$ cat src/rtl/i2crr_pkg.sv
package i2crr_pkg;
  localparam int PAGE_W  = 3;
  localparam int WORD_W  = 8;
  localparam int ADDR_W  = PAGE_W + WORD_W;
  localparam int REG_AW  = 2;
  localparam int NSTEPS  = 6;
  localparam int STEP_W  = $clog2(NSTEPS);

  typedef enum logic [REG_AW-1:0] {
    REG_CTRL = 2'd0,
    REG_DATA = 2'd1,
    REG_STAT = 2'd2,
    REG_SRST = 2'd3
  } reg_sel_e;

  // control-register bit values decoded by the controller
  localparam logic [7:0] CB_EN    = 8'h40;
  localparam logic [7:0] CB_START = 8'h20;
  localparam logic [7:0] CB_STOP  = 8'h10;
  localparam logic [7:0] CB_FLAG  = 8'h08;
  localparam logic [7:0] CB_ACK   = 8'h04;
  localparam logic [7:0] DIV_INIT = 8'h24;
  localparam logic [7:0] ERR_VAL  = 8'hFF;

  typedef struct packed {
    logic       has_data;
    logic [7:0] data;
    logic [7:0] ctrl1;
    logic       has_ctrl2;
    logic [7:0] ctrl2;
    logic [7:0] want;
  } step_t;

  // device select byte: fixed type nibble, page, direction
  function automatic logic [7:0] dev_byte(input logic [PAGE_W-1:0] page,
                                          input logic rd);
    return {4'hA, page, rd};
  endfunction
endpackage

$ cat src/rtl/i2crr_step_rom.sv
module i2crr_step_rom
  import i2crr_pkg::*;
(
  input  logic [STEP_W-1:0] step,
  input  logic [ADDR_W-1:0] addr,
  output step_t             desc
);
  logic [PAGE_W-1:0] page;
  assign page = addr[ADDR_W-1:WORD_W];

  always_comb begin
    desc = '0;
    case (step)
      3'd0: begin  // START
        desc.ctrl1 = CB_EN | CB_START;
        desc.want  = 8'h08;
      end
      3'd1: begin  // device select, write
        desc.has_data = 1'b1;
        desc.data     = dev_byte(page, 1'b0);
        desc.ctrl1    = CB_EN;
        desc.want     = 8'h18;
      end
      3'd2: begin  // word address
        desc.has_data = 1'b1;
        desc.data     = addr[WORD_W-1:0];
        desc.ctrl1    = CB_EN;
        desc.want     = 8'h28;
      end
      3'd3: begin  // repeated START: set START, then clear flag
        desc.ctrl1     = CB_EN | CB_START | CB_FLAG;
        desc.has_ctrl2 = 1'b1;
        desc.ctrl2     = CB_EN | CB_START;
        desc.want      = 8'h10;
      end
      3'd4: begin  // device select, read
        desc.has_data = 1'b1;
        desc.data     = dev_byte(page, 1'b1);
        desc.ctrl1    = CB_EN;
        desc.want     = 8'h40;
      end
      3'd5: begin  // one byte, acknowledge bit left clear -> NACK
        desc.ctrl1 = CB_EN;
        desc.want  = 8'h58;
      end
      default: desc = '0;
    endcase
  end
endmodule

$ cat src/rtl/i2crr_fsm.sv
module i2crr_fsm
  import i2crr_pkg::*;
(
  input  logic              clk,
  input  logic              rst_n,
  input  logic              go,
  input  logic [ADDR_W-1:0] addr,
  input  step_t             desc,
  output logic [STEP_W-1:0] step_q,
  output logic [ADDR_W-1:0] addr_q,
  output logic              bus_wr,
  output logic              bus_rd,
  output logic [REG_AW-1:0] bus_addr,
  output logic [7:0]        bus_wdata,
  input  logic [7:0]        bus_rdata,
  output logic              done,
  output logic              error,
  output logic [7:0]        data
);
  typedef enum logic [3:0] {
    ST_IDLE, ST_RST, ST_DIV, ST_EN, ST_SDATA, ST_SC1, ST_SC2,
    ST_PRD, ST_PCHK, ST_SRD, ST_SCHK, ST_DRD, ST_DCAP,
    ST_STOPS, ST_STOPC, ST_DONE
  } state_e;

  state_e     state;
  logic       err_q;
  logic [7:0] data_q;

  // named events used by the sequencing and the assertions
  logic flag_seen, status_ok, status_bad, last_step, busy;
  assign flag_seen  = (state == ST_PCHK) && ((bus_rdata & CB_FLAG) != 8'h00);
  assign status_ok  = (state == ST_SCHK) && (bus_rdata == desc.want);
  assign status_bad = (state == ST_SCHK) && (bus_rdata != desc.want);
  assign last_step  = (step_q == STEP_W'(NSTEPS - 1));
  assign busy       = (state != ST_IDLE);

  always_ff @(posedge clk or negedge rst_n) begin
    if (!rst_n) begin
      state  <= ST_IDLE;
      step_q <= '0;
      addr_q <= '0;
      err_q  <= 1'b0;
      data_q <= '0;
    end else begin
      case (state)
        ST_IDLE:  if (go) begin
                    addr_q <= addr;
                    step_q <= '0;
                    state  <= ST_RST;
                  end
        ST_RST:   state <= ST_DIV;
        ST_DIV:   state <= ST_EN;
        ST_EN:    state <= ST_SDATA;
        ST_SDATA: state <= ST_SC1;
        ST_SC1:   state <= desc.has_ctrl2 ? ST_SC2 : ST_PRD;
        ST_SC2:   state <= ST_PRD;
        ST_PRD:   state <= ST_PCHK;
        ST_PCHK:  state <= flag_seen ? ST_SRD : ST_PRD;
        ST_SRD:   state <= ST_SCHK;
        ST_SCHK: begin
          if (status_bad) begin
            err_q  <= 1'b1;
            data_q <= ERR_VAL;
            state  <= ST_STOPS;
          end else if (last_step) begin
            state <= ST_DRD;
          end else begin
            step_q <= step_q + 1'b1;
            state  <= ST_SDATA;
          end
        end
        ST_DRD:   state <= ST_DCAP;
        ST_DCAP: begin
          data_q <= bus_rdata;
          err_q  <= 1'b0;
          state  <= ST_STOPS;
        end
        ST_STOPS: state <= ST_STOPC;
        ST_STOPC: state <= ST_DONE;
        ST_DONE:  state <= ST_IDLE;
        default:  state <= ST_IDLE;
      endcase
    end
  end

  always_comb begin
    bus_wr    = 1'b0;
    bus_rd    = 1'b0;
    bus_addr  = REG_CTRL;
    bus_wdata = 8'h00;
    case (state)
      ST_RST:   begin bus_wr = 1'b1; bus_addr = REG_SRST; end
      ST_DIV:   begin bus_wr = 1'b1; bus_addr = REG_STAT; bus_wdata = DIV_INIT; end
      ST_EN:    begin bus_wr = 1'b1; bus_wdata = CB_EN; end
      ST_SDATA: begin bus_wr = desc.has_data; bus_addr = REG_DATA; bus_wdata = desc.data; end
      ST_SC1:   begin bus_wr = 1'b1; bus_wdata = desc.ctrl1; end
      ST_SC2:   begin bus_wr = 1'b1; bus_wdata = desc.ctrl2; end
      ST_PRD:   bus_rd = 1'b1;
      ST_SRD:   begin bus_rd = 1'b1; bus_addr = REG_STAT; end
      ST_DRD:   begin bus_rd = 1'b1; bus_addr = REG_DATA; end
      ST_STOPS: begin bus_wr = 1'b1; bus_wdata = CB_EN | CB_STOP | CB_FLAG; end
      ST_STOPC: begin bus_wr = 1'b1; bus_wdata = CB_EN | CB_STOP; end
      default: ;
    endcase
  end

  assign done  = (state == ST_DONE);
  assign error = err_q;
  assign data  = data_q;

  assert_single_access_R12: assert property (@(posedge clk) disable iff (!rst_n)
    !(bus_wr && bus_rd));
  assert_done_pulse_R10: assert property (@(posedge clk) disable iff (!rst_n)
    done |=> !done);
  assert_done_after_stop_R10: assert property (@(posedge clk) disable iff (!rst_n)
    done |-> $past(bus_wr && bus_addr == REG_CTRL && bus_wdata == (CB_EN | CB_STOP)));
  assert_error_value_R8: assert property (@(posedge clk) disable iff (!rst_n)
    (done && error) |-> (data == ERR_VAL));
  assert_abort_to_stop_R8: assert property (@(posedge clk) disable iff (!rst_n)
    status_bad |=> (bus_wr && bus_addr == REG_CTRL && bus_wdata == (CB_EN | CB_STOP | CB_FLAG)));
  assert_status_after_flag_R6: assert property (@(posedge clk) disable iff (!rst_n)
    (bus_rd && bus_addr == REG_STAT) |-> $past((bus_rdata & CB_FLAG) != 8'h00));
  assert_addr_hold_R11: assert property (@(posedge clk) disable iff (!rst_n)
    (busy && $past(busy)) |-> $stable(addr_q));
  assert_no_ack_R3: assert property (@(posedge clk) disable iff (!rst_n)
    (bus_wr && bus_addr == REG_CTRL) |-> ((bus_wdata & CB_ACK) == 8'h00));
endmodule

$ cat src/rtl/i2crr_eeprom_reader.sv
module i2crr_eeprom_reader
  import i2crr_pkg::*;
(
  input  logic              clk,
  input  logic              rst_n,
  input  logic              go,
  input  logic [ADDR_W-1:0] addr,
  output logic              bus_wr,
  output logic              bus_rd,
  output logic [REG_AW-1:0] bus_addr,
  output logic [7:0]        bus_wdata,
  input  logic [7:0]        bus_rdata,
  output logic              done,
  output logic              error,
  output logic [7:0]        data
);
  step_t             desc;
  logic [STEP_W-1:0] step_q;
  logic [ADDR_W-1:0] addr_q;

  i2crr_step_rom u_rom (
    .step (step_q),
    .addr (addr_q),
    .desc (desc)
  );

  i2crr_fsm u_fsm (
    .clk       (clk),
    .rst_n     (rst_n),
    .go        (go),
    .addr      (addr),
    .desc      (desc),
    .step_q    (step_q),
    .addr_q    (addr_q),
    .bus_wr    (bus_wr),
    .bus_rd    (bus_rd),
    .bus_addr  (bus_addr),
    .bus_wdata (bus_wdata),
    .bus_rdata (bus_rdata),
    .done      (done),
    .error     (error),
    .data      (data)
  );
endmodule

$ cat config.mk
export PLATFORM = sky130hd
export DESIGN_NAME = i2crr_eeprom_reader
export DESIGN_NICKNAME = d
export VERILOG_FILES = /design/src/rtl/i2crr_pkg.sv /design/src/rtl/i2crr_step_rom.sv /design/src/rtl/i2crr_fsm.sv /design/src/rtl/i2crr_eeprom_reader.sv
export SDC_FILE = /design/constraint.sdc
export NUM_CORES = 1
export LEC_CHECK = 0
export BUFFER_PORTS_ARGS = -buffer_cell sky130_fd_sc_hd__buf_2
export CAP_MARGIN = 10
export CORE_AREA = 2 2 92 50
export CTS_BUF_LIST = sky130_fd_sc_hd__clkbuf_4 sky130_fd_sc_hd__clkbuf_8
export DETAILED_ROUTE_END_ITERATION = 6
export DIE_AREA = 0 0 94 52
export PLACE_DENSITY = 0.67
export SLEW_MARGIN = 0
export SYNTH_ARGS = -nofsm -noshare
export SYNTH_HDL_FRONTEND = slang
export SYNTH_SLANG_ARGS = --single-unit
$ cat constraint.sdc
create_clock -name clk -period 5 [get_ports clk]
set_clock_uncertainty 0.2 [all_clocks]
set_input_delay 0.5 -clock clk [delete_from_list [all_inputs] [get_ports clk]]
set_output_delay 0.5 -clock clk [all_outputs]
set_load 0.005 [all_outputs]
Word level (Yosys, flattened, before mapping)
Cells that the tools add are included.
- flip-flop bits (word level): 27
- input port bits: 22
- output and inout port bits: 22
- logic and storage cells: 67
- $add $sub $neg: 1
- eq/ne operators: 25
- mux-type cells: 22
- reduce and logical (&&, ||, !) cells: 14
- operator list (cell ; number):
    4-bit case mux with 16 select lines ; 1
    8-bit case mux with 7 select lines ; 1
    7-bit case mux with 6 select lines ; 1
    4-bit == test, second input constant ; 8
    9-bit case mux with 3 select lines ; 1
    7-bit case mux with 3 select lines ; 1
    4-bit by 3-bit == test with 1-bit output, second input constant ; 4
    4-bit two-way mux ; 4
    8-bit case mux with 2 select lines ; 1
    3-bit two-way mux ; 3
    9-bit two-way mux ; 1
    4-bit by 2-bit == test with 1-bit output, second input constant ; 2
    8-bit two-way mux ; 1
    8-bit by 7-bit != test with 1-bit output ; 1
    7-bit OR reduction ; 1
    3-bit by 2-bit == test with 1-bit output, second input constant ; 2
    3-bit == test, second input constant ; 2
    2-bit != test, second input constant ; 3
    2-bit case mux with 3 select lines ; 1
    3-bit case mux with 2 select lines ; 1
    4-bit by 1-bit == test with 1-bit output, second input constant ; 1
    4-bit zero test ; 1
    1-bit case mux with 2 select lines ; 2
    2-bit AND reduction ; 2
    11 further kinds ; 16

Logic depth before layout (Yosys ltp)
- depth in word-level cells: 6
- depth in mapped cells: 8
- mapped depth without buffers: 7

By module
Synthesis repeated with hierarchy kept, for this count alone.
- cells, all modules: 270
- area, all modules: 2143.3 µm²
- modules (own cells, without submodules) (module ; times used ; cells each ; area an instance (µm²) ; sequential area each (µm²)):
    i2crr_fsm ; 1 ; 213 ; 1715.4 ; 675.6
    i2crr_step_rom ; 1 ; 57 ; 427.9 ; 0.0

Worst setup path after synthesis
Ideal clock, no wire load.
- path kind: register to register
- from: reg u_fsm.step_q[0]
- to: reg u_fsm.state[1]
- setup time: 0.066 ns
- arrival time: 2.095 ns
- data required time: 4.734 ns
- path slack: 2.639 ns
- cell stages (with the launch flop): 8
- buffers on the path: 0
- period minus slack after synthesis: 2.361 ns
- path through: dfrtp_1 -> ha_1 -> ha_1 -> or3_4 -> a31oi_4 -> xnor2_2 -> or4_1 -> nand2_1
- word-level cells in the longest chain between the ends: 6
- elaborated cells between the ends (all ways): 12
- classes of those cells: eq/ne (6); mux (4); reduce/logical (2)
- RTL lines (what ; RTL line ; text):
    from (decl) ; i2crr_fsm.sv:9 ; output logic [STEP_W-1:0] step_q,
    from (signal assigned) ; i2crr_fsm.sv:69 ; step_q <= step_q + 1'b1;
    3-bit == test (tied with other cells) ; i2crr_step_rom.sv:13, i2crr_fsm.sv:35 ;
    7-bit case mux with 6 select lines ; i2crr_step_rom.sv:13 ; case (step)
    8-bit by 7-bit != test with 1-bit output ; i2crr_fsm.sv:34 ; assign status_bad = (state == ST_SCHK) && (bus_rdata != desc.want);
    1-bit logical AND ; i2crr_fsm.sv:34 ;
    4-bit two-way mux * ; i2crr_fsm.sv:62 ; if (status_bad) begin
    4-bit case mux with 16 select lines * ; i2crr_fsm.sv:46 ; case (state)
    to (signal assigned) ; i2crr_fsm.sv:56 ; ST_SC1: state <= desc.has_ctrl2 ? ST_SC2 : ST_PRD;
    to (signal assigned) ; i2crr_fsm.sv:59 ; ST_PCHK: state <= flag_seen ? ST_SRD : ST_PRD;
    to (decl) ; i2crr_fsm.sv:26 ; state_e state;
Every way passes the cells marked *; elsewhere a longest branch is shown, timed or not.
A chain may end at the register's enable or synchronous reset.

Worst setup path after layout
- from: reg u_fsm.step_q[0]
- to: out bus_wdata[6]
- word-level cells in the longest chain between the ends: 4
- elaborated cells between the ends (all ways): 11
- classes of those cells: eq/ne (5); mux (4); reduce/logical (2)
- RTL lines (what ; RTL line ; text):
    3-bit by 1-bit == test with 1-bit output (tied with other cells) ; i2crr_step_rom.sv:13 ;
    4-bit OR reduction (no line) ; n/a ;
    7-bit case mux with 3 select lines ; i2crr_step_rom.sv:13 ;
    8-bit case mux with 7 select lines * ; i2crr_fsm.sv:92 ; case (state)
    to (decl) ; i2crr_eeprom_reader.sv:11 ; output logic [7:0] bus_wdata,
Marks and branches as above.

==> results.env <==
CRIT_PATH_START_KIND='flop'
DETAIL_ROUTE.DRC_VIOLATIONS=0
MULTI_INPUT_GATE_AREA_UM2=1010
FIRST_ITER_VIOLATIONS=172
CLK_TRANSITION_REPORTED_PATHS_NS=0.10
SEQ_AREA_FRAC_SYNTH_PCT=38.7
CTS.HOLD.BUFFERS_ADDED=0
MAXIMUM_VDD_DROP_V=0.000257
CP.ARRIVAL_NS=2.51
POWER_DENSITY_nW_PER_UM2=503
CELL_WITH_THE_LARGEST_STAGE_DELAY_ON_THE_WORST_PATH='sky130_fd_sc_hd__nor2b_1'
R2R.WORST_PATH.CELLS=7
SETUP_TOTAL_NEG_SLACK_NS=0
PRE_CTS_WS_NS=2.00
CRITICAL_PATH.STARTPOINT='u_fsm.step_q[0]'
GRTUSAGETOTAL_PCT=20.0
SYNTH_NETS=237
CTS-ROOT-TO-SINK-BUFFERS=2
GRT.OVERFLOW.TOTAL=0
CP_NUM_CELLS=7
NETLIST_AREA_UM2=1750
PLACEMENT_ROWS=17
WORST_SKEW_PAIR.LATE_LATENCY_NS=0.28
AREA_TAKEN_BY_FLIP_FLOPS_AND_LATCHES_UM2=676
CTS_RESIZED=0
REPORT.FINAL.SETUP_VIOL=0
TIMING.FMAX_MHz=312
ANTENNADIODECOUNT=0
SYN_INST=210
FIN_NETS=276
TIMING_MAX_TRANSITION_VIOLATIONS_FINAL=0
YOSYS_REGISTER_BITS=27
ASYNC_FLOP_SHARE_PCT=100
HOLD_VIOL=0
FINAL_STANDARD_CELL_COUNT_WITH_TAPS_INCLUDED_AND_FILLERS_EXCLUDED=305
TRITONCTS='yes'
CP.REQUIRED_NS=4.30
STATUS='completed'
PATH_BUF_INV=2
ENDPOINT_OF_THE_WORST_SETUP_TIMING_PATH='bus_wdata[6]'
DETAIL_ROUTE.WIRELENGTH_UM=4520
AREA_DELTA_SYNTH_FINAL_PCT=17.4
FINAL.HOLD.WORST_SLACK_NS=0.0161
ROUTE.ANTENNA.REMAINING_NETS=0
SYNTH.TOP_CELL.AREA_SHARE_PCT=38.7
SYNTH_ENABLE_FLOP_CELLS=0
VIA_COUNT=1634
CAPTURE_INSTANCE_OF_THE_WORST_REGISTER_TO_REGISTER_PATH='u_fsm.step_q[2]'
LEAK_PWR_nW=0.920
PLACED_CELL_AREA_UM2=1990
CTS.REPAIR_TIMING.SETUP_BUFFER_COUNT=0
WORST_PATH_LARGEST_CELL_DELAY_NS=0.71
UTILIZATION_PCT=49.4
RSZ0062_AT_GRT='no'
FILLERINSTANCES=441
SETUP.WORST_PATH.CLASS='flop to primary output'
GRT_MAX_DEGREE=28
DIE_W_UM=94
GRT_PASS1_VIAS=1472
PORT_BUFFERS=43
GP_ROUTABILITY_CONGESTION=0.921
SYNTH.LARGEST_AREA_CELL='sky130_fd_sc_hd__dfrtp_1'
START_OF_THE_WORST_REGISTER_TO_REGISTER_PATH='u_fsm.step_q[0]'
CLK_ROOT_BUFFER_CELL='sky130_fd_sc_hd__clkbuf_8'
CRITICAL_PATH.MAX_FANOUT=11
SYNTH.AREA.TOP_CELLS='sky130_fd_sc_hd__dfrtp_1, sky130_fd_sc_hd__nor2_1, sky130_fd_sc_hd__mux2_2'
DIE_HEIGHT_UM=52
RRSETUPSLACK_NS=1.99
TOTAL_POWER_mW=1.03
POST-ROUTE-PERIOD-UTIL_PCT=64.1
IO-PIN-COUNT=44
FP.DIEAREA_UM2=4890
GRT_PASS1_WL_UM=7480
CTS_INSERTED_BUFFERS=3
DETAILEDPLACEMENTHPWL_UM=3390
VIASPERCELL=5.36
MAXSLEWHEADROOM_PCT=40.7
CTS_HTREE_LEVELS=1
HOLDCRITPATHCLASS='input pin to asynchronous set/reset pin'
END_KIND='primary output'
SYN-MEAN-INSTANCE-AREA_UM2=8.31
DRV.MAX_CAP_VIOLATION_COUNT=0
CRITICAL_PATH.CELL_CHAIN='inv_1 -> ha_1 -> nor2b_1 -> a21oi_1 -> o32ai_1 -> a22o_1 -> buf_2'
DESIGN_AREA_UM2=2050
DRT_PRE_ANTENNA_ITERS=4
YOSYSWARNINGCOUNT=0
SYNTH_TOP_FLOP_CELL='sky130_fd_sc_hd__dfrtp_1'
CRITICAL-PATH-TOP-DELAY-FAMILY='simple AND/OR/NAND/NOR gates'
PLACED_CELLS=300
LAYOUT-DRIVE-GT1-SHARE_PCT=26.2
ANTENNA_VIOLATIONS_BEFORE_REPAIR=0
CORE_REGION_AREA_UM2=4150
ROUTEDWLPERCELL_UM=14.8
FINAL.SETUP.WORST_SLACK_NS=1.79
WORSTMARGINPINSLEW_NS=0.888
CTS.SINKS=27
NETLIST-CELL-TYPE-COUNT=42
FLOORPLAN.INITIALDENSITY_PCT=42.1
FINALCRITICALPERIOD_NS=3.21
[registers in the layout (all words and copies together) (netlist names)]
| signal | flops |
|---|---|
| u_fsm.addr_q | 11 |
| u_fsm.data | 8 |
| u_fsm.error | 1 |
| u_fsm.state | 4 |
| u_fsm.step_q | 3 |
[cell families after synthesis]
logic type	share of synthesized area, %
and+or+nand+nor	24.8
AOI/OAI and AO/OA	19.3
DFF	38.7
buffers and inverters	3.51
muxes	7.67
adders and majority gates	3.58
xor gates and xnor gates	2.44
[per-layer routing]
layer	share of wire, %	wire [µm]	track usage, %
met1	53	2400	33.2
met5	0	0	0
met2	37	1660	25.8
met3	9.6	432	4.06
met4	0.69	31	3.86
[Yosys cell counts, types with 3 or more instances]
| cell | n |
|---|---|
| sky130_fd_sc_hd__nand2_1 | 27 |
| sky130_fd_sc_hd__a21oi_1 | 16 |
| sky130_fd_sc_hd__o21ai_0 | 12 |
| sky130_fd_sc_hd__nand3_1 | 8 |
| sky130_fd_sc_hd__inv_1 | 6 |
| sky130_fd_sc_hd__dfrtp_1 | 27 |
| sky130_fd_sc_hd__ha_1 | 5 |
| sky130_fd_sc_hd__clkbuf_1 | 9 |
| sky130_fd_sc_hd__mux2_2 | 11 |
| sky130_fd_sc_hd__o311ai_0 | 3 |
| sky130_fd_sc_hd__a22oi_1 | 3 |
| sky130_fd_sc_hd__o21bai_1 | 3 |
| sky130_fd_sc_hd__nor2_1 | 37 |
| sky130_fd_sc_hd__nor2b_1 | 4 |
[worst min path at each step]
stage,start,to,slack (ns),cells after the start
5_1_grt,rst_n,u_fsm.addr_q[5],0.07,1
6_report,rst_n,u_fsm.addr_q[7],0.02,1
4_1_cts,rst_n,u_fsm.addr_q[7],0.04,1
2_1_floorplan,rst_n,u_fsm.addr_q[0],0.004,0
3_5_place_dp,u_fsm.error,u_fsm.error,0.26,2
3_3_place_gp,u_fsm.error,u_fsm.error,0.26,2
[area by class of cell]
cell class / count / share of cell area, %
Clock inverter: 1 / 0.366
Sequential cell: 27 / 33.0
Inverter: 6 / 1.10
Timing Repair Buffer: 44 / 10.9
Tap cell: 57 / 3.48
Clock buffer: 3 / 2.01
Multi-Input combinational cell: 167 / 49.2
[placed cells by master, fill, tap and decap left out, types with 2 or more instances in the layout]
master	n
sky130_fd_sc_hd__nor4_1	2
sky130_fd_sc_hd__nand4_1	2
sky130_fd_sc_hd__ha_1	5
sky130_fd_sc_hd__nor2_1	37
sky130_fd_sc_hd__clkbuf_8	3
sky130_fd_sc_hd__and2_1	2
sky130_fd_sc_hd__inv_1	6
sky130_fd_sc_hd__a22o_1	2
sky130_fd_sc_hd__nand3_1	8
sky130_fd_sc_hd__a22oi_1	3
sky130_fd_sc_hd__nand2b_1	2
sky130_fd_sc_hd__buf_2	43
sky130_fd_sc_hd__mux2_2	11
sky130_fd_sc_hd__or4_1	2
sky130_fd_sc_hd__or3_1	2
sky130_fd_sc_hd__nor3_1	2
sky130_fd_sc_hd__nand2_1	27
sky130_fd_sc_hd__dfrtp_1	27
sky130_fd_sc_hd__o21ai_0	12
sky130_fd_sc_hd__a21boi_0	2
sky130_fd_sc_hd__a21oi_1	16
sky130_fd_sc_hd__o21bai_1	3
sky130_fd_sc_hd__o21a_1	2
sky130_fd_sc_hd__xnor2_1	2
sky130_fd_sc_hd__nor2b_1	4
sky130_fd_sc_hd__o311ai_0	3
[power breakdown]
group | internal (mW) | switching [mW] | total, mW | leakage, nW
Clock | 0.0568 | 0.0737 | 0.130 | 0.0217
Sequential | 0.308 | 0.121 | 0.429 | 0.321
Combinational | 0.228 | 0.242 | 0.470 | 0.578
Note: power is estimated with default switching activity, not from simulation.
